===== src/rtl/coinc_veto_unit.sv =====
module coinc_veto_unit #(
  parameter int N  = 4,
  parameter int WW = 8,
  parameter int DW = 8,
  parameter int CW = 16,
  localparam int MW = $clog2(N + 1)
) (
  input  logic          clk,
  input  logic          rst_n,
  input  logic          clr,
  input  logic [N-1:0]  hit_in,
  input  logic          veto_in,
  input  logic [N-1:0]  chan_en,
  input  logic [MW-1:0] min_mult,
  input  logic [WW-1:0] win_len,
  input  logic [DW-1:0] dead_len,
  output logic          event_pulse,
  output logic [CW-1:0] acc_count,
  output logic [CW-1:0] veto_count,
  output logic [CW-1:0] lost_count
);

  function automatic logic [MW-1:0] pop(input logic [N-1:0] v);
    logic [MW-1:0] s;
    s = '0;
    for (int i = 0; i < N; i++) s = s + {{(MW-1){1'b0}}, v[i]};
    return s;
  endfunction

  logic [N-1:0]         hit_q;
  logic [N-1:0][WW-1:0] str;
  logic [DW-1:0]        dead_ctr;
  logic                 veto_seen;

  logic [N-1:0]  rise, str_nz, lvl;
  logic [MW-1:0] min_eff;
  logic [WW-1:0] win_eff;
  logic          busy, decide, vetoed, accept;
  logic [CW:0]   lost_sum;

  assign busy    = dead_ctr != '0;
  assign rise    = hit_in & ~hit_q & chan_en;
  assign lvl     = (rise & {N{~busy}}) | str_nz;
  assign min_eff = (min_mult < MW'(2)) ? MW'(2) : min_mult;
  assign win_eff = (win_len == '0) ? WW'(1) : win_len;
  assign decide  = pop(lvl) >= min_eff;
  assign vetoed  = decide & (veto_in | veto_seen);
  assign accept  = decide & ~vetoed;
  assign lost_sum = {1'b0, lost_count} + {{(CW+1-MW){1'b0}}, pop(rise & {N{busy}})};

  always_comb
    for (int i = 0; i < N; i++) str_nz[i] = str[i] != '0;

  always_ff @(posedge clk or negedge rst_n) begin
    if (!rst_n) begin
      hit_q     <= '0;
      str       <= '0;
      dead_ctr  <= '0;
      veto_seen <= 1'b0;
      event_pulse <= 1'b0;
    end else begin
      hit_q <= hit_in;
      for (int i = 0; i < N; i++) begin
        if (decide)                 str[i] <= '0;
        else if (rise[i] && !busy)  str[i] <= win_eff - 1'b1;
        else if (str_nz[i])         str[i] <= str[i] - 1'b1;
      end
      if (accept)    dead_ctr <= dead_len;
      else if (busy) dead_ctr <= dead_ctr - 1'b1;
      veto_seen   <= !decide && (|lvl) && (veto_seen || veto_in);
      event_pulse <= accept;
    end
  end

  always_ff @(posedge clk or negedge rst_n) begin
    if (!rst_n) begin
      acc_count  <= '0;
      veto_count <= '0;
      lost_count <= '0;
    end else if (clr) begin
      acc_count  <= '0;
      veto_count <= '0;
      lost_count <= '0;
    end else begin
      if (accept && !(&acc_count))  acc_count  <= acc_count + 1'b1;
      if (vetoed && !(&veto_count)) veto_count <= veto_count + 1'b1;
      lost_count <= lost_sum[CW] ? {CW{1'b1}} : lost_sum[CW-1:0];
    end
  end

endmodule


===== config.mk =====
export PLATFORM = sky130hd
export DESIGN_NAME = coinc_veto_unit
export DESIGN_NICKNAME = d
export VERILOG_FILES = /design/src/rtl/coinc_veto_unit.sv
export SDC_FILE = /design/constraint.sdc
export NUM_CORES = 1
export LEC_CHECK = 0
export ABC_AREA = 1
export CORE_UTILIZATION = 38
export CTS_CLUSTER_SIZE = 25
export DETAILED_ROUTE_END_ITERATION = 6
export DONT_BUFFER_PORTS = 1
export GPL_TIMING_DRIVEN = 0
export SETUP_SLACK_MARGIN = 0.2
export SLEW_MARGIN = 25
export SYNTH_ARGS = -nofsm -noshare
export SYNTH_HDL_FRONTEND = slang
export SYNTH_SLANG_ARGS = --single-unit

===== constraint.sdc =====
create_clock -name clk -period 3.85 [get_ports clk]
set_input_delay 0.1925 -clock clk [delete_from_list [all_inputs] [get_ports clk]]
set_output_delay 0.1925 -clock clk [all_outputs]
set_load 0.1 [all_outputs]

==> reports/metrics.yaml <==
outcome: "completed"
ys_types: 35
rows: 46
gp_congestion: 0.821
vias: 5525
grt_overflow_total: 0
p_sw_share_pct: 49.6
report.power.total_mw: 5.52
filler_cell_count: 1647
clock_power_share_pct: 16.0
relSlewSlack_pct: 27.5
syn-cell-area_mm2: 0.00625
clock_path_buffers: 2
rsz0062_at_grt: "no"
syn_inst: 885
layout.nets: 973
setup_viol: 0
totalWireLength_mm: 15.0
finalCritPeriodShare_pct: 89.3
routed_via_density: 4.85
grt_pass1_vias: 5060
crit_slowest_cell: "fa_1"
cts.clk_slew.worst_paths_ns: 0.07
skew_ns: 0.00901
clkLatencyLatePin_ns: 0.36
slew_viol_final: 0
dpl_cell_area_mm2: 0.00652
cp.arrival_ns: 3.68
p_leak_nw: 3.55
crit_buf_inv: 2
die_y_um: 130
ios: 80
setup_tns_ns: 0
max_freq_mhz: 291
clock-sinks: 94
fp.dieW_um: 130
stdcell_area_mm2: 0.00707
first_iter_violations: 363
grt_pass1_wl_mm: 25.1
cpMostUsedCell: "ha_1"
initial_core_util_pct: 39.2
crit_path_max_fanout: 10
wire_per_inst_um: 13.2
yosysWarnings: 0
cp_cell_sequence: "inv_1, ha_1, nand2_2, nor2_8, nand2_4, nand2_2, fa_1, ha_1, ha_1, ha_1, nand3_1, nand3_2, nand2_4, nor2_4, nor2_8, buf_6, nand2_1, nand2_1"
grtUsageTotal_pct: 18.9
numCtsBuffers: 9
tightest_slew_ns: 1.09
hold_viol: 0
fin_cells: 1139
dieArea_mm2: 0.0170
min_path_type: "input pin to register"
core_mm2: 0.0159
grt_max_degree: 95
diodes: 0
seq_area_frac_synth_pct: 37.6
htree_levels: 3
syn2layout_area_growth_pct: 13.1
cp.required_ns: 4.09
start_kind: "register"
power.internal_mw: 2.78
ys_ff_latch: 94
syn-mean-instance-area_um2: 7.06
drive_above_1_share_pct: 8.88
antenna_found_initial: 0
ir_worst_vdd_mv: 0.369
drv_cap: 0
io_buffers: 0
cts_root_buffer: "clkbuf_16"
cts_tree: "done"
drc_errors: 0
postRouteAntennaNets: 0
finalCriticalPeriod_ns: 3.44
p_switching_mw: 2.74
critical_path_class: "register to register"
fin_util_pct: 44.4
max_stage_delay_ns: 0.44
p_per_area_mw_per_mm2: 780
power_frac_comb_pct: 56.6
syn_nets: 940
cp_top_family: "adder cells"
post-dp-hpwl_mm: 10.8
power_frac_seq_pct: 27.4
endpoint_kind: "register"
dp_cells: 1101
dr.pass1.iters: 4
-- layout by cell type (no fill, tap or decap), types with 7 or more instances in the layout --
master / Yosys / layout
nand2_1: 273 / 270
nor2_1: 128 / 127
inv_1: 97 / 97
dfrtp_1: 94 / 94
nand3_1: 71 / 69
o21ai_0: 39 / 39
nand4_1: 36 / 36
ha_1: 20 / 20
a21oi_1: 20 / 19
xor2_1: 16 / 16
nand2_2: 12 / 14
dlygate4sd3_1: 0 / 14
xnor2_1: 12 / 12
buf_4: 2 / 10
clkbuf_16: 0 / 9
nand3b_1: 7 / 7
-- final cells by class --
class | count | area [µm²] | share of cell area (%)
multi-input combinational | 672 | 3460 | 48.9
clock buffer | 9 | 225 | 3.18
buffer | 15 | 96.3 | 1.36
timing repair buffer | 22 | 220 | 3.11
inverter | 104 | 390 | 5.52
sequential | 94 | 2350 | 33.3
tap | 216 | 270 | 3.82
clock inverter | 7 | 57.6 | 0.814
-- power by group through the flow --
stage	Sequential [mW]	Clock (mW)	Combinational (mW)
2_1_floorplan	1.49	0	2.28
3_3_place_gp	1.53	0	2.90
3_5_place_dp	1.53	0	2.94
4_1_cts	1.51	0.906	3.08
5_1_grt	1.54	0.941	3.57
6_report	1.51	0.881	3.12
-- sequential cells by signal, indices dropped and copies added (netlist names) --
name and count:
dead_ctr 8, str 32, veto_count 16, veto_seen 1, event_pulse 1, lost_count 16
acc_count 16, hit_q 4
-- layer usage --
layer,global-route usage [%],up-vias,wire length (µm)
met5,0,-,0
li1,-,2877,-
met3,4.31,12,779
met1,25.7,2544,7240
met4,6.36,0,206
met2,29.6,92,6800
-- synth_stat cells (all sizes together) --
cell | number | area, µm²
xor2 | 16 | 140
or2 | 3 | 18.8
and3 | 1 | 6.26
a21oi | 20 | 100
o21bai | 6 | 45.0
clkbuf | 2 | 7.51
nand3b | 7 | 52.6
xnor2 | 12 | 105
nand3 | 73 | 375
dfrtp | 94 | 2350
nand2 | 290 | 1160
nor2 | 138 | 614
ha | 20 | 250
fa | 4 | 80.1
clkinv | 2 | 7.51
inv | 102 | 383
a31o | 1 | 8.76
a31oi | 1 | 6.26
and2 | 2 | 12.5
o21ai | 39 | 195
o21a | 1 | 7.51
nor3 | 2 | 15.0
buf | 13 | 86.3
nand4 | 36 | 225
-- timing repair --
| action | in CTS | in global routing |
|---|---|---|
| endpoints found under the hold margin | 119 | 0 |
| buffers inserted | 3 | 4 |
| hold buffers | 15 | 0 |
| endpoints found under the setup margin | 36 | 84 |
| resized for setup | 2 | 11 |
| pin swaps | 4 | 4 |
-- kinds of logic after synthesis --
family	Yosys count	share of synthesized area [%]
simple gates	552	39.6
buf+inv	119	7.75
flops	94	37.6
compound gates	68	5.80
xor+xnor	28	3.92
fa+ha+maj	24	5.28
-- final timing paths --
path                                         start                  endpoint  slack, ns  cells after the start
max in group asynchronous                    rst_n  acc_count[5]$_DFFE_PN0P_       3.07                      2
max                        dead_ctr[0]$_DFFE_PN0P_  acc_count[4]$_DFFE_PN0P_       0.41                     18
min in group asynchronous                    rst_n  lost_count[14]$_DFF_PN0_       0.40                      2
min                                    dead_len[7]   dead_ctr[7]$_DFFE_PN0P_       0.05                      2
min reg2reg                    str[17]$_DFFE_PN0P_       str[17]$_DFFE_PN0P_       0.50                      2
max reg2reg                dead_ctr[0]$_DFFE_PN0P_  acc_count[4]$_DFFE_PN0P_       0.41                     18
-- metrics by stage --
step | worst slack [ns] | hold slack, ns
6_report | 0.412 | 0.0453
2_1_floorplan | 0.597 | -0.103
3_3_place_gp | 0.108 | -0.0995
5_1_grt | 0.219 | 0.0635
3_5_place_dp | 0.0928 | -0.0996
4_1_cts | 0.202 | 0.0359
Power figures use the tool's default switching activity.
